<file path="config.mk">
export PLATFORM = sky130hd
export DESIGN_NAME = phy_pwr_seq
export DESIGN_NICKNAME = d
export VERILOG_FILES = /design/src/rtl/phy_pwr_seq_pkg.sv /design/src/rtl/phy_seq_timer.sv /design/src/rtl/phy_seq_ctrl.sv /design/src/rtl/phy_pwr_seq.sv
export SDC_FILE = /design/constraint.sdc
export NUM_CORES = 1
export LEC_CHECK = 0
export ABC_AREA = 1
export BUFFER_PORTS_ARGS = -buffer_cell sky130_fd_sc_hd__buf_2
export CAP_MARGIN = 20
export CORE_MARGIN = 4
export CORE_UTILIZATION = 25
export DETAILED_ROUTE_END_ITERATION = 8
export PLACE_DENSITY_LB_ADDON = 0.15
export SYNTH_ARGS = -nofsm -noshare
export SYNTH_HDL_FRONTEND = slang
export SYNTH_SLANG_ARGS = --single-unit
</file>
<file path="constraint.sdc">
create_clock -name clk_i -period 4.75 [get_ports clk_i]
set_input_delay 0.7125 -clock clk_i [delete_from_list [all_inputs] [get_ports clk_i]]
set_output_delay 0.7125 -clock clk_i [all_outputs]
set_load 0.01 [all_outputs]
</file>
<file path="src/rtl/phy_pwr_seq_pkg.sv">
package phy_pwr_seq_pkg;

  typedef enum logic [1:0] {
    ST_IDLE,
    ST_INIT,
    ST_TRIM,
    ST_LOCK
  } seq_state_e;

  typedef enum logic [1:0] {
    ERR_NONE = 2'b00,
    ERR_CAL  = 2'b01,
    ERR_DLL  = 2'b10
  } seq_err_e;

  // minimum time in ns -> cycles, rounded up
  function automatic int ns_to_cyc(input int ns, input int mhz);
    return (ns * mhz + 999) / 1000;
  endfunction

endpackage

</file>
<file path="src/rtl/phy_seq_timer.sv">
module phy_seq_timer #(
  parameter int CNT_W = 12
) (
  input  logic             clk_i,
  input  logic             rst_ni,
  input  logic             load_i,
  input  logic [CNT_W-1:0] len_i,
  output logic             exp_o
);

  logic [CNT_W-1:0] cnt_q;

  always_ff @(posedge clk_i or negedge rst_ni) begin
    if (!rst_ni)              cnt_q <= '0;
    else if (load_i)          cnt_q <= len_i;
    else if (cnt_q != '0)     cnt_q <= cnt_q - 1'b1;
  end

  assign exp_o = (cnt_q == '0);

  assert_cnt_step_R4: assert property (@(posedge clk_i) disable iff (!rst_ni)
    (!load_i && cnt_q != '0) |=> (cnt_q == $past(cnt_q) - 1'b1));

endmodule

</file>
<file path="src/rtl/phy_seq_ctrl.sv">
module phy_seq_ctrl
  import phy_pwr_seq_pkg::*;
#(
  parameter int CNT_W    = 12,
  parameter int INIT_CYC = 750,
  parameter int TRIM_CYC = 1250,
  parameter int LOCK_CYC = 2750
) (
  input  logic             clk_i,
  input  logic             rst_ni,
  input  logic             on_req_i,
  input  logic             off_req_i,
  input  logic             cal_done_i,
  input  logic             dll_rdy_i,
  input  logic             tmr_exp_i,
  output logic             tmr_load_o,
  output logic [CNT_W-1:0] tmr_len_o,
  output logic             pdb_o,
  output logic             dll_en_o,
  output logic             busy_o,
  output logic             done_o,
  output logic             err_o,
  output logic [1:0]       err_code_o
);

  localparam logic [CNT_W-1:0] INIT_LEN = CNT_W'(INIT_CYC - 1);
  localparam logic [CNT_W-1:0] TRIM_LEN = CNT_W'(TRIM_CYC - 1);
  localparam logic [CNT_W-1:0] LOCK_LEN = CNT_W'(LOCK_CYC - 1);

  seq_state_e state_q;
  seq_err_e   code_q;
  logic       pdb_q, dll_q, busy_q, done_q, err_q;
  logic       take_on, take_off;

  assign take_off = (state_q == ST_IDLE) && off_req_i;
  assign take_on  = (state_q == ST_IDLE) && on_req_i && !off_req_i;

  always_comb begin
    tmr_load_o = 1'b0;
    tmr_len_o  = '0;
    unique case (state_q)
      ST_IDLE: if (take_on) begin
        tmr_load_o = 1'b1;
        tmr_len_o  = INIT_LEN;
      end
      ST_INIT: if (tmr_exp_i) begin
        tmr_load_o = 1'b1;
        tmr_len_o  = TRIM_LEN;
      end
      ST_TRIM: if (tmr_exp_i && cal_done_i) begin
        tmr_load_o = 1'b1;
        tmr_len_o  = LOCK_LEN;
      end
      default: ;
    endcase
  end

  always_ff @(posedge clk_i or negedge rst_ni) begin
    if (!rst_ni) begin
      state_q <= ST_IDLE;
      code_q  <= ERR_NONE;
      pdb_q   <= 1'b0;
      dll_q   <= 1'b0;
      busy_q  <= 1'b0;
      done_q  <= 1'b0;
      err_q   <= 1'b0;
    end else begin
      done_q <= 1'b0;
      unique case (state_q)
        ST_IDLE: begin
          if (take_off || take_on) begin
            pdb_q  <= 1'b0;
            dll_q  <= 1'b0;
            err_q  <= 1'b0;
            code_q <= ERR_NONE;
          end
          if (take_off) done_q <= 1'b1;
          if (take_on) begin
            busy_q  <= 1'b1;
            state_q <= ST_INIT;
          end
        end
        ST_INIT: if (tmr_exp_i) begin
          pdb_q   <= 1'b1;
          state_q <= ST_TRIM;
        end
        ST_TRIM: if (tmr_exp_i) begin
          if (cal_done_i) begin
            dll_q   <= 1'b1;
            state_q <= ST_LOCK;
          end else begin
            err_q   <= 1'b1;
            code_q  <= ERR_CAL;
            busy_q  <= 1'b0;
            state_q <= ST_IDLE;
          end
        end
        ST_LOCK: if (tmr_exp_i) begin
          busy_q  <= 1'b0;
          state_q <= ST_IDLE;
          if (dll_rdy_i) begin
            done_q <= 1'b1;
          end else begin
            err_q  <= 1'b1;
            code_q <= ERR_DLL;
          end
        end
        default: state_q <= ST_IDLE;
      endcase
    end
  end

  assign pdb_o      = pdb_q;
  assign dll_en_o   = dll_q;
  assign busy_o     = busy_q;
  assign done_o     = done_q;
  assign err_o      = err_q;
  assign err_code_o = code_q;

  assert_accept_low_R2: assert property (@(posedge clk_i) disable iff (!rst_ni)
    (!busy_o && (on_req_i || off_req_i)) |=> (!pdb_o && !dll_en_o && !err_o));

  assert_dll_after_pdb_R5: assert property (@(posedge clk_i) disable iff (!rst_ni)
    dll_en_o |-> pdb_o);

  assert_err_code_R6: assert property (@(posedge clk_i) disable iff (!rst_ni)
    err_o |-> (err_code_o != 2'b00));

  assert_done_clean_R7: assert property (@(posedge clk_i) disable iff (!rst_ni)
    done_o |-> (!busy_o && !err_o));

  assert_busy_hold_R9: assert property (@(posedge clk_i) disable iff (!rst_ni)
    (busy_o && !tmr_exp_i) |=> (busy_o && $stable(pdb_o) && $stable(dll_en_o)));

  assert_done_pulse_R11: assert property (@(posedge clk_i) disable iff (!rst_ni)
    done_o |=> !done_o);

endmodule

</file>
<file path="src/rtl/phy_pwr_seq.sv">
module phy_pwr_seq
  import phy_pwr_seq_pkg::*;
#(
  parameter int CLK_MHZ = 250,
  parameter int INIT_NS = 3000,
  parameter int TRIM_NS = 5000,
  parameter int LOCK_NS = 11000
) (
  input  logic       clk_i,
  input  logic       rst_ni,
  input  logic       pwr_on_req_i,
  input  logic       pwr_off_req_i,
  input  logic       cal_done_i,
  input  logic       dll_rdy_i,
  output logic       pdb_o,
  output logic       dll_en_o,
  output logic       busy_o,
  output logic       done_o,
  output logic       err_o,
  output logic [1:0] err_code_o
);

  localparam int INIT_CYC = ns_to_cyc(INIT_NS, CLK_MHZ);
  localparam int TRIM_CYC = ns_to_cyc(TRIM_NS, CLK_MHZ);
  localparam int LOCK_CYC = ns_to_cyc(LOCK_NS, CLK_MHZ);
  localparam int MAX_CYC  = (INIT_CYC > TRIM_CYC) ?
                            ((INIT_CYC > LOCK_CYC) ? INIT_CYC : LOCK_CYC) :
                            ((TRIM_CYC > LOCK_CYC) ? TRIM_CYC : LOCK_CYC);
  localparam int CNT_W    = $clog2(MAX_CYC + 1);

  logic             tmr_load, tmr_exp;
  logic [CNT_W-1:0] tmr_len;

  phy_seq_timer #(.CNT_W(CNT_W)) u_timer (
    .clk_i  (clk_i),
    .rst_ni (rst_ni),
    .load_i (tmr_load),
    .len_i  (tmr_len),
    .exp_o  (tmr_exp)
  );

  phy_seq_ctrl #(
    .CNT_W    (CNT_W),
    .INIT_CYC (INIT_CYC),
    .TRIM_CYC (TRIM_CYC),
    .LOCK_CYC (LOCK_CYC)
  ) u_ctrl (
    .clk_i      (clk_i),
    .rst_ni     (rst_ni),
    .on_req_i   (pwr_on_req_i),
    .off_req_i  (pwr_off_req_i),
    .cal_done_i (cal_done_i),
    .dll_rdy_i  (dll_rdy_i),
    .tmr_exp_i  (tmr_exp),
    .tmr_load_o (tmr_load),
    .tmr_len_o  (tmr_len),
    .pdb_o      (pdb_o),
    .dll_en_o   (dll_en_o),
    .busy_o     (busy_o),
    .done_o     (done_o),
    .err_o      (err_o),
    .err_code_o (err_code_o)
  );

endmodule

</file>
After elaboration in Yosys (flattened, before gate mapping)
Cells that the tools add are included.
Cells by class
  add/sub/neg operators: 1
  $mul: 0
  divide/modulo/power cells: 0
  order comparisons: 0
  equality and inequality tests: 11
  shifts and indexed selects: 0
  mux-type cells: 42
  bitwise operators: 0
  reductions and logical operators: 18
Operators with widths (count)
  $mux W12: 3
  $pmux W12 S3: 1
  $mux W2: 10
  $mux W1: 18
  $logic_not A12 Y1: 1
  $reduce_bool A12 Y1: 1
  $sub A12 B1 Y12 const B: 1
  $mux W11: 1
  $mux W10: 1
  $pmux W1 S3: 3
  $ne A2 B1 Y1 const B: 4
  $ne A2 B2 Y1 const B: 4
  $pmux W2 S4: 1
  $reduce_and A4 Y1: 2
  $pmux W1 S2: 3
  $pmux W2 S3: 1
  $reduce_and A6 Y1: 1
  $reduce_bool A2 Y1: 3
  $reduce_and A5 Y1: 1
  $eq A2 B2 Y1 const B: 2
  $logic_and A1 B1 Y1: 4
  $reduce_and A3 Y1: 1
  $reduce_bool A3 Y1: 1
  $eq A2 B1 Y1 const B: 1
  3 further kinds: 3
Word-level totals
  flip-flop bits (word level): 21
  latch bits: 0
  memory bits (writable): 0
  bits in read-only memories: 0
  bits of input ports: 6
  output and inout port bits: 7
  word-level logic and storage cells: 80
  memories: 0

Longest topological paths before layout
Gate-level depths: netlist of run 1.
  depth in word-level cells: 6
  gate-level depth with buffers: 9
  mapped depth without buffers: 9

Modules after synthesis
A second synthesis of run 1 with hierarchy kept.
Second synthesis, totals
  cells, all modules: 223
  area total of the unflattened synthesis: 1541.5 µm²
Modules (own cells, without submodules)
  phy_seq_timer: instances 1, cells an instance 122, area an instance 834.6 µm², sequential area each 300.3 µm²
  phy_seq_ctrl: instances 1, cells an instance 101, area an instance 706.9 µm², sequential area each 225.2 µm²

Worst setup path after synthesis of run 1
Ideal clock, no wire load.
  path kind: flip-flop to flip-flop
  start point: register u_ctrl.state_q[0]
  end point: register u_ctrl.code_q[0] (netlist: u_ctrl.err_code_o[0])
  library setup time: 0.118 ns
  arrival time: 1.497 ns
  required time: 4.632 ns
  slack: 3.135 ns
  cell stages (with the launch flop): 10
  buffers on the path: 0
  clock period less this slack: 1.615 ns
  cell sequence: dfrtp_1 -> inv_1 -> ha_1 -> nand2_1 -> inv_1 -> or2_2 -> a21oi_4 -> nand3_2 -> nand2_1 -> nand2_1
On the way
  longest elaborated chain between the ends: 6
  elaborated cells between the ends (all ways): 15
  those cells by class: eq/ne: 7; mux: 1; reduce/logical: 7
RTL lines
  from (decl): RTL line phy_seq_ctrl.sv:30  | seq_state_e state_q;
  from (signal assigned): RTL line phy_seq_ctrl.sv:60  | state_q <= ST_IDLE;
  from (signal assigned): RTL line phy_seq_ctrl.sv:80  | state_q <= ST_INIT;
  from (signal assigned): RTL line phy_seq_ctrl.sv:85  | state_q <= ST_TRIM;
  $logic_not A2 Y1: RTL line phy_seq_ctrl.sv:35, phy_seq_ctrl.sv:36, phy_seq_ctrl.sv:69
  $logic_and A1 B1 Y1 (2 in a row): RTL line phy_seq_ctrl.sv:36  | assign take_on = (state_q == ST_IDLE) && on_req_i && !off_req_i;
  $logic_or A1 B1 Y1: RTL line phy_seq_ctrl.sv:71  | if (take_off || take_on) begin
  $ne A2 B2 Y1 (no source line)
  $reduce_and A6 Y1 (no source line)
  to (signal assigned): RTL line phy_seq_ctrl.sv:61  | code_q <= ERR_NONE;
  to (signal assigned): RTL line phy_seq_ctrl.sv:75  | code_q <= ERR_NONE;
  to (signal assigned): RTL line phy_seq_ctrl.sv:93  | code_q <= ERR_CAL;
  to (decl): RTL line phy_seq_ctrl.sv:31  | seq_err_e code_q;
Several ways; a longest one is shown, not always the timed one.
A chain may end at the register's enable or synchronous reset.

Worst setup path in the final report of run 1
Same ends and word-level chain as after synthesis.

==> load_flow_metrics.sql, run 1 <==
INSERT INTO impl_metrics (metric_group, metric, value, unit) VALUES
('grt', 'grt_start_max_net_pins', '22', ''),
('timing', 'max-slew-margin-rel', '0.6594', ''),
('grt', 'number_of_global_route_vias_before_repair', '1124', ''),
('floorplan', 'floorplan.die.height', '81.45', 'um'),
('yosys', 'yosys.area.top_type', 'sky130_fd_sc_hd__dfrtp_1', ''),
('routing', 'viasPerCell', '4.369', ''),
('routing', 'num_vias', '1114', ''),
('finish', 'area_growth', '14.29', '%'),
('grt', 'first_pass_grt_wire_length', '5.147', 'mm'),
('routing', 'routedLengthMet1', '1.470', 'mm'),
('timing', 'finalCriticalPeriod', '1.871', 'ns'),
('finish', 'area.sequential', '525.5', 'um^2'),
('place', 'placed_cell_area', '1496', 'um^2'),
('yosys', 'synth_flop_cell', 'sky130_fd_sc_hd__dfrtp_1', ''),
('floorplan', 'boundaryPins', '13', ''),
('timing', 'tns', '0', 'ns'),
('yosys', 'yosys_warnings', '0', ''),
('floorplan', 'fp.dieW', '81.45', 'um'),
('critical_path', 'required', '4.90', 'ns'),
('yosys', 'yosysMostFrequentCell', 'sky130_fd_sc_hd__nand2_1', ''),
('outcome', 'outcome', 'completed', ''),
('cts', 'cts_tree', 'built', ''),
('yosys', 'synth_top_area_share', '0.3896', ''),
('routing', 'number_of_remaining_drc_errors', '0', ''),
('power_and_ir_drop', 'totalPowerFinal', '0.7461', 'mW'),
('cts', 'ctsHoldBuffers', '0', ''),
('floorplan', 'initial_core_util', '0.2608', ''),
('critical_path', 'reg2reg_depth', '9', ''),
('place', 'place_hpwl', '2.398', 'mm'),
('cts', 'path_clk_slew', '0.08', 'ns'),
('grt', 'overflow', '0', ''),
('yosys', 'ffs_w_async_s_r_synth', '1.000', ''),
('cts', 'cts-buffers-inserted', '3', ''),
('timing', 'timing_worst_slew_pin_value', '0.5109', 'ns'),
('critical_path', 'cp_startpoint_kind', 'flop', ''),
('power_and_ir_drop', 'power.leakage', '0.7915', 'nW'),
('critical_path', 'end_kind', 'flop', ''),
('grt', 'total_track_usage', '0.1014', ''),
('finish', 'post-route-util', '0.2980', ''),
('floorplan', 'core_area', '5172', 'um^2'),
('routing', 'firstDrtPassIters', '4', ''),
('cts', 'clk_root_buffer_cell', 'sky130_fd_sc_hd__clkbuf_8', ''),
('place', 'last_weighted_congestion_value_of_the_routability_driven_placer', '0.8484', ''),
('timing', 'achievable_clock_frequency', '534.4', 'MHz'),
('finish', 'stdcell_area', '1541', 'um^2'),
('power_and_ir_drop', 'vdd_ir_drop_max', '199.7', 'uV'),
('cts', 'htree_num_levels', '1', ''),
('finish', 'drive_gt1_frac', '0.1622', ''),
('floorplan', 'die_area', '6634', 'um^2'),
('routing', 'drt-initial-drc-count', '42', ''),
('cts', 'worst_skew_pair.late_latency', '0.26', 'ns'),
('routing', 'count_of_antenna_violating_nets_left_after_detailed_routing', '0', ''),
('yosys', 'synth_nets', '183', ''),
('cts', 'postCtsSetupRepairBufs', '0', ''),
('finish', 'antenna-diode-count', '0', ''),
('cts', 'clock-sinks', '21', ''),
('timing', 'skew', '0.005017', 'ns'),
('timing', 'timing.final.hold_violations', '0', ''),
('yosys', 'synthesis.instances', '169', ''),
('routing', 'route.met3.wl', '98', 'um'),
('routing', 'post_drt_wl_per_cell', '11.84', 'um'),
('place', 'io_buffers', '12', ''),
('yosys', 'count_of_distinct_cell_types_in_the_synthesized_netlist', '25', ''),
('routing', 'totalWireLength', '3.019', 'mm'),
('yosys', 'synth.avg_cell_area', '7.981', 'um^2'),
('hold_path', 'hold_crit_path_type', 'input pin to async pin', ''),
('routing', 'met2_length', '1.405', 'mm'),
('critical_path', 'critPathMaxFanout', '6', ''),
('timing', 'fin_crit_sh', '0.3939', ''),
('yosys', 'post_synth_instance_area', '1349', 'um^2'),
('floorplan', 'std_cell_rows', '26', '');
-- critical path, stage by stage, from the launching register on --
cell	delay, ns
sky130_fd_sc_hd__dfrtp_1	0.46
sky130_fd_sc_hd__inv_1	0.14
sky130_fd_sc_hd__ha_1	0.27
sky130_fd_sc_hd__nand2_1	0.11
sky130_fd_sc_hd__inv_1	0.08
sky130_fd_sc_hd__or2_2	0.30
sky130_fd_sc_hd__a21oi_4	0.18
sky130_fd_sc_hd__nand3_2	0.12
sky130_fd_sc_hd__nand2_1	0.07
sky130_fd_sc_hd__nand2_1	0.04
-- path summary, 6_finish.rpt --
check,startpoint,to,slack [ns]
worst max-delay path,u_ctrl.state_q[0]$_DFFE_PN0P_,u_ctrl.err_code_o[0]$_DFFE_PN0P_,2.88
worst min-delay path,rst_ni,u_timer.cnt_q[6]$_DFFE_PN0P_,0.42
worst max register to register,u_ctrl.state_q[0]$_DFFE_PN0P_,u_ctrl.err_code_o[0]$_DFFE_PN0P_,2.88
worst min register to register,u_ctrl.err_o$_DFFE_PN0P_,u_ctrl.err_o$_DFFE_PN0P_,0.47
max in group asynchronous,rst_ni,u_ctrl.state_q[1]$_DFFE_PN0P_,3.99
min in group clk_i,u_ctrl.err_o$_DFFE_PN0P_,u_ctrl.err_o$_DFFE_PN0P_,0.47
-- stage by stage --
step / std cells / setup slack, ns
after floorplan: 169 / 3.135
after global placement: 251 / 2.931
after detailed placement: 251 / 2.918
after CTS: 255 / 2.900
after global routing: 255 / 2.689
final: 255 / 2.879
-- power by group --
| group | total (mW) | switching (mW) | internal, mW |
|---|---|---|---|
| Clock | 0.119 | 0.0589 | 0.0597 |
| Sequential | 0.277 | 0.0467 | 0.230 |
| Combinational | 0.351 | 0.219 | 0.131 |
| Total | 0.746 | 0.325 | 0.421 |
-- per-layer routing --
metal  GRT usage  vias to the layer above
met5           0                        -
met3     0.02083                        5
met2      0.1637                       23
li1            -                      571
met4     0.02703                        0
met1      0.1374                      515
-- cells by family (layout without fill, tap and decap cells) --
family / count (synthesis) / count (layout) / synth area share
AO/OA/AOI/OAI: 20 / 20 / 0.08535
XOR/XNOR: 5 / 5 / 0.03247
adder cells (fa/ha/maj): 8 / 8 / 0.07421
buffers and inverters: 22 / 38 / 0.06123
flip-flops: 21 / 21 / 0.3896
AND/OR/NAND/NOR: 93 / 93 / 0.3571
-- placed cells by master (no fill, tap or decap) --
cell,synthesis,layout
sky130_fd_sc_hd__a21oi_1,8,8
sky130_fd_sc_hd__a21oi_4,1,1
sky130_fd_sc_hd__a31oi_1,1,1
sky130_fd_sc_hd__buf_2,0,12
sky130_fd_sc_hd__clkbuf_1,0,1
sky130_fd_sc_hd__clkbuf_8,0,3
sky130_fd_sc_hd__dfrtp_1,21,21
sky130_fd_sc_hd__ha_1,8,8
sky130_fd_sc_hd__inv_1,22,22
sky130_fd_sc_hd__nand2_1,43,43
sky130_fd_sc_hd__nand2_2,1,1
sky130_fd_sc_hd__nand2_4,1,1
sky130_fd_sc_hd__nand2_8,1,1
sky130_fd_sc_hd__nand3_1,13,13
sky130_fd_sc_hd__nand3_2,3,3
sky130_fd_sc_hd__nand4_1,4,4
sky130_fd_sc_hd__nand4_4,1,1
sky130_fd_sc_hd__nor2_1,17,17
sky130_fd_sc_hd__nor2_2,2,2
sky130_fd_sc_hd__nor2_4,2,2
sky130_fd_sc_hd__nor2_8,1,1
sky130_fd_sc_hd__nor3_1,2,2
sky130_fd_sc_hd__o211ai_1,1,1
sky130_fd_sc_hd__o21ai_0,6,6
sky130_fd_sc_hd__o21ai_1,3,3
sky130_fd_sc_hd__or2_2,2,2
sky130_fd_sc_hd__xnor2_1,2,2
sky130_fd_sc_hd__xor2_1,3,3
-- sequential cells by signal, summed over array words and instances, names as in the netlist --
name               cells
u_ctrl.busy_o          1
u_ctrl.pdb_o           1
u_timer.cnt_q         12
u_ctrl.dll_en_o        1
u_ctrl.state_q         2
u_ctrl.err_o           1
u_ctrl.err_code_o      2
u_ctrl.done_o          1
-- layout make-up --
type / count / area share
Multi-Input combinational cell: 126 / 0.4805
Sequential cell: 21 / 0.3409
Tap cell: 70 / 0.05682
Inverter: 22 / 0.05357
Timing Repair Buffer: 12 / 0.03896
Clock buffer: 4 / 0.02922
Power figures use the tool's default switching activity.
==> inputs of run 2 (changes only) <==
--- a/config.mk
+++ b/config.mk
@@ -5,7 +5,7 @@
 export SDC_FILE = /design/constraint.sdc
 export NUM_CORES = 1
 export LEC_CHECK = 0
-export ABC_AREA = 1
+export ABC_AREA = 0
 export BUFFER_PORTS_ARGS = -buffer_cell sky130_fd_sc_hd__buf_2
 export CAP_MARGIN = 20
 export CORE_MARGIN = 4
==> constraint.sdc (replaced) <==
create_clock -name clk_i -period 1.5 [get_ports clk_i]
set_input_delay 0.225 -clock clk_i [delete_from_list [all_inputs] [get_ports clk_i]]
set_output_delay 0.225 -clock clk_i [all_outputs]
set_load 0.01 [all_outputs]
==> run 2 against run 1 <==
Net effect:
- the run now ends with setup timing left
- area after synthesis down 6.6%
- utilization rose by 16 points
- largest power group is now sequential cells
- worst hold slack lost 0.13 ns
- highest routed layer unchanged
- sequential share of layout area shrank 10 points
- clock skew increased by 0.0010 ns
- cell area increased by 44%
- synthesized cell count is 27% lower
- final cell count grew 1.2%
- clock power grew to 3.2 times the previous value
- combinational power decreased by 89%
- register-to-register slack worse by 3.1 ns
==> load_flow_metrics.sql, run 2 <==
INSERT INTO impl_metrics (metric_group, metric, value, unit) VALUES
('outcome', 'outcome', 'complete, but fails checks', ''),
('outcome', 'violations', 'setup timing', ''),
('critical_path', 'critPathBufInv', '3', ''),
('grt', 'total_track_usage', '0.1249', ''),
('finish', 'drive_gt1_frac', '0.6597', ''),
('floorplan', 'floorplan.die.height', '78.99', 'um'),
('grt', 'number_of_global_route_vias_before_repair', '1250', ''),
('finish', 'post-route-util', '0.4597', ''),
('yosys', 'netlist_top_cells_area', 'sky130_fd_sc_hd__dfrtp_1 42%, sky130_fd_sc_hd__ha_1 7.9%, sky130_fd_sc_hd__o21ai_0 4.0%, sky130_fd_sc_hd__nor2_1 3.6%, sky130_fd_sc_hd__xnor2_1 2.8%', ''),
('timing', 'max-slew-margin-rel', '0.6757', ''),
('critical_path', 'path_cells', 'inv_2 -> ha_4 -> nor4b_4 -> buf_4 -> and3_4 -> buf_6 -> or4_4 -> nand3_2', ''),
('power_and_ir_drop', 'internal-power', '0.7647', 'mW'),
('yosys', 'synth_top_cells_by_count', '21 x sky130_fd_sc_hd__dfrtp_1, 12 x sky130_fd_sc_hd__nor2_1, 10 x sky130_fd_sc_hd__o21ai_0, 8 x sky130_fd_sc_hd__ha_1, 7 x sky130_fd_sc_hd__nand2_1', ''),
('finish', 'largest_register', 'u_timer.cnt_q', ''),
('timing', 'final_critical_path_setup_slack', '-0.1919', 'ns'),
('yosys', 'synth_top_area_share', '0.4171', ''),
('power_and_ir_drop', 'seq_power_share', '0.572', ''),
('floorplan', 'initial_core_util', '0.2616', ''),
('critical_path', 'end_kind', 'flop', ''),
('routing', 'totalWireLength', '3.518', 'mm'),
('timing', 'final-setup-viol-count', '20', ''),
('yosys', 'yosysMostFrequentCell', 'sky130_fd_sc_hd__dfrtp_1', ''),
('routing', 'post_drt_wl_per_cell', '13.64', 'um'),
('floorplan', 'boundaryPins', '13', ''),
('finish', 'area_growth', '75.77', '%'),
('power_and_ir_drop', 'power.share.combinational', '0.040', ''),
('timing', 'achievable_clock_frequency', '591.1', 'MHz'),
('yosys', 'synth.avg_cell_area', '10.16', 'um^2'),
('place', 'io_buffers', '12', ''),
('grt', 'grt_start_max_net_pins', '22', ''),
('yosys', 'edff_count_synth', '0', ''),
('yosys', 'synthesis.instances', '124', ''),
('routing', 'firstDrtPassIters', '4', ''),
('routing', 'count_of_antenna_violating_nets_left_after_detailed_routing', '0', ''),
('yosys', 'ffs_w_async_s_r_synth', '1.000', ''),
('yosys', 'post_synth_instance_area', '1260', 'um^2'),
('finish', 'nNetsFinal', '206', ''),
('hold_path', 'hold_crit_path_type', 'input pin to flop', ''),
('timing', 'skew', '0.006034', 'ns'),
('yosys', 'yosys_warnings', '0', ''),
('routing', 'viasPerCell', '4.616', ''),
('flow_run', 'cap_violations', '0', ''),
('yosys', 'synth_seq_area_share', '0.4171', ''),
('cts', 'htree_num_levels', '1', ''),
('finish', 'largest_register_ffs', '12', ''),
('cts', 'cts_tree', 'built', ''),
('place', 'last_weighted_congestion_value_of_the_routability_driven_placer', '0.7970', ''),
('power_and_ir_drop', 'totalPowerFinal', '0.9893', 'mW'),
('cts', 'clk_path_buf_depth', '2', ''),
('critical_path', 'required', '1.71', 'ns'),
('floorplan', 'std_cell_rows', '25', ''),
('cts', 'worst_skew_pair.late_latency', '0.26', 'ns'),
('critical_path', 'cp_startpoint_kind', 'flop', ''),
('timing', 'timing.final.hold_violations', '0', ''),
('power_and_ir_drop', 'power.switching', '0.2246', 'mW'),
('grt', 'antenna_violations_before_repair', '0', ''),
('routing', 'number_of_remaining_drc_errors', '0', ''),
('critical_path', 'critical_path_type', 'flop to flop', ''),
('yosys', 'yosys_register_bits', '21', ''),
('power_and_ir_drop', 'power_frac_clock', '0.389', ''),
('timing', 'setup_repair_after_global_routing_missed_its_margin', 'true', ''),
('place', 'place_hpwl', '2.532', 'mm'),
('power_and_ir_drop', 'sw_frac_of_total', '0.2270', ''),
('grt', 'overflow', '0', ''),
('cts', 'path_clk_slew', '0.09', 'ns'),
('place', 'dp_slack', '-0.2420', 'ns'),
('power_and_ir_drop', 'vdd_ir_drop_max', '277.8', 'uV'),
('power_and_ir_drop', 'cellPowerDensity', '446.7', 'nW/um^2'),
('critical_path', 'critPathMaxFanout', '4', ''),
('finish', 'final_cell_mix', '40 x sky130_fd_sc_hd__buf_4, 19 x sky130_fd_sc_hd__dfrtp_1, 12 x sky130_fd_sc_hd__buf_2, 12 x sky130_fd_sc_hd__buf_6, 8 x sky130_fd_sc_hd__nor2_1', ''),
('floorplan', 'core_area', '4817', 'um^2'),
('timing', 'number_of_max_slew_violations_in_the_final_report', '0', ''),
('yosys', 'synth_flop_cell', 'sky130_fd_sc_hd__dfrtp_1', ''),
('grt', 'first_pass_grt_wire_length', '6.023', 'mm'),
('finish', 'antenna-diode-count', '0', ''),
('timing', 'timing_worst_slew_pin_value', '0.4864', 'ns'),
('routing', 'drt-initial-drc-count', '22', ''),
('finish', 'layout.cells.most_common', 'sky130_fd_sc_hd__buf_4', ''),
('place', 'placed_cell_area', '1768', 'um^2'),
('critical_path', 'max_stage_delay', '0.41', 'ns'),
('floorplan', 'die_area', '6239', 'um^2'),
('yosys', 'synth_nets', '138', ''),
('routing', 'num_vias', '1191', ''),
('timing', 'fin_crit_sh', '1.128', ''),
('finish', 'stdcell_area', '2215', 'um^2'),
('critical_path', 'worst-endpoint-arrival', '1.90', 'ns'),
('power_and_ir_drop', 'power.leakage', '0.9363', 'nW'),
('yosys', 'count_of_distinct_cell_types_in_the_synthesized_netlist', '47', ''),
('yosys', 'yosys.area.top_type', 'sky130_fd_sc_hd__dfrtp_1', ''),
('cts', 'clk_root_buffer_cell', 'sky130_fd_sc_hd__clkbuf_8', ''),
('critical_path', 'critical-path-slowest-cell', 'sky130_fd_sc_hd__or4_4', ''),
('finish', 'nFillCells', '483', ''),
('cts', 'cts-buffers-inserted', '3', ''),
('timing', 'finalCriticalPeriod', '1.692', 'ns'),
('critical_path', 'cpLargestDelayFamily', 'simple AND/OR/NAND/NOR gates', ''),
('floorplan', 'fp.dieW', '78.99', 'um'),
('cts', 'clock-sinks', '21', '');
-- run 2: changes by cell type in the layout (fill, tap and decap cells not counted), sizes merged, moves of 4 or more --
cell | previous run | this run
buf | 12 | 64
nand2 | 46 | 7
inv | 22 | 5
nand3 | 16 | 5
nor2 | 22 | 12
nor3 | 2 | 7
a21oi | 9 | 5
nand4 | 5 | 1
-- run 2: stage by stage --
stage	hold WS, ns	std cells	TNS (ns)
6_report	0.2875	258	-2.006
5_1_grt	0.3055	258	-3.720
4_1_cts	0.2870	252	-2.579
3_5_place_dp	0.2347	243	-3.158
3_3_place_gp	0.2161	243	-2.825
2_1_floorplan	-0.07059	124	-1.066
-- run 2: area by class of cell --
type / count / area [um^2] / area share
clock buffer: 3 / 41.29 / 0.01864
clock inverter: 1 / 5.005 / 0.002260
inverter: 5 / 23.77 / 0.01073
multi-input combinational: 96 / 1027 / 0.4638
sequential: 21 / 528.0 / 0.2384
tap: 67 / 83.83 / 0.03785
timing repair buffer: 65 / 505.5 / 0.2282
-- run 2: path summary, 6_finish.rpt --
path / from / end / slack, ns / cells past startpoint
setup / recovery: u_timer.cnt_q[1]$_DFFE_PN0P_ / u_timer.cnt_q[9]$_DFFE_PN0P_ / -0.19 / 8
hold / removal: pwr_off_req_i / u_ctrl.done_o$_DFF_PN0_ / 0.29 / 3
setup reg to reg: u_timer.cnt_q[1]$_DFFE_PN0P_ / u_timer.cnt_q[9]$_DFFE_PN0P_ / -0.19 / 8
hold reg to reg: u_ctrl.pdb_o$_DFFE_PN0P_ / u_ctrl.pdb_o$_DFFE_PN0P_ / 0.49 / 2
max in group asynchronous: rst_ni / u_ctrl.state_q[0]$_DFFE_PN0P_ / 0.70 / 2
min in group asynchronous: rst_ni / u_timer.cnt_q[4]$_DFFE_PN0P_ / 0.45 / 2
-- run 2: cells by family (layout without fill, tap and decap cells) --
kind of cell	after synthesis	after routing	share of synthesized area
mux	4	4	0.03376
buf+inv	7	74	0.02681
xor+xnor	4	4	0.02780
fa+ha+maj	8	8	0.07945
compound gates	33	33	0.1827
simple gates	47	47	0.2324
flops	21	21	0.4171
-- run 2: power by group through the flow --
stage               Clock, mW  Combinational [mW]  Sequential [mW]
floorplan                   0             0.00446            0.577
global placement            0              0.0287            0.577
detailed placement          0              0.0296            0.577
CTS                     0.398              0.0392            0.565
global route            0.439              0.0446            0.566
finish                  0.385              0.0393            0.565
-- run 2: tightest hold or removal path: stages --
cell	delay (ns)
sky130_fd_sc_hd__buf_2	0.13
sky130_fd_sc_hd__a32oi_1	0.07
sky130_fd_sc_hd__nor2_1	0.08
-- run 2: what timing repair did --
action                     4_1_cts  5_1_grt
hold endpoints to repair        21        0
pin swaps                        9       16
cloned                           0        0
gates resized for setup         37       33
buffers inserted                 4        6
setup endpoints to repair       21       21
hold buffers                     1        0
-- run 2: routing by layer --
| metal | vias to the layer above | share of wire | global-route usage |
|---|---|---|---|
| met3 | 4 | 0.024 | 0.02608 |
| met2 | 12 | 0.51 | 0.2096 |
| li1 | 592 | - | - |
| met5 | - | 0 | 0 |
| met1 | 583 | 0.46 | 0.1573 |
| met4 | 0 | 0.013 | 0.04639 |
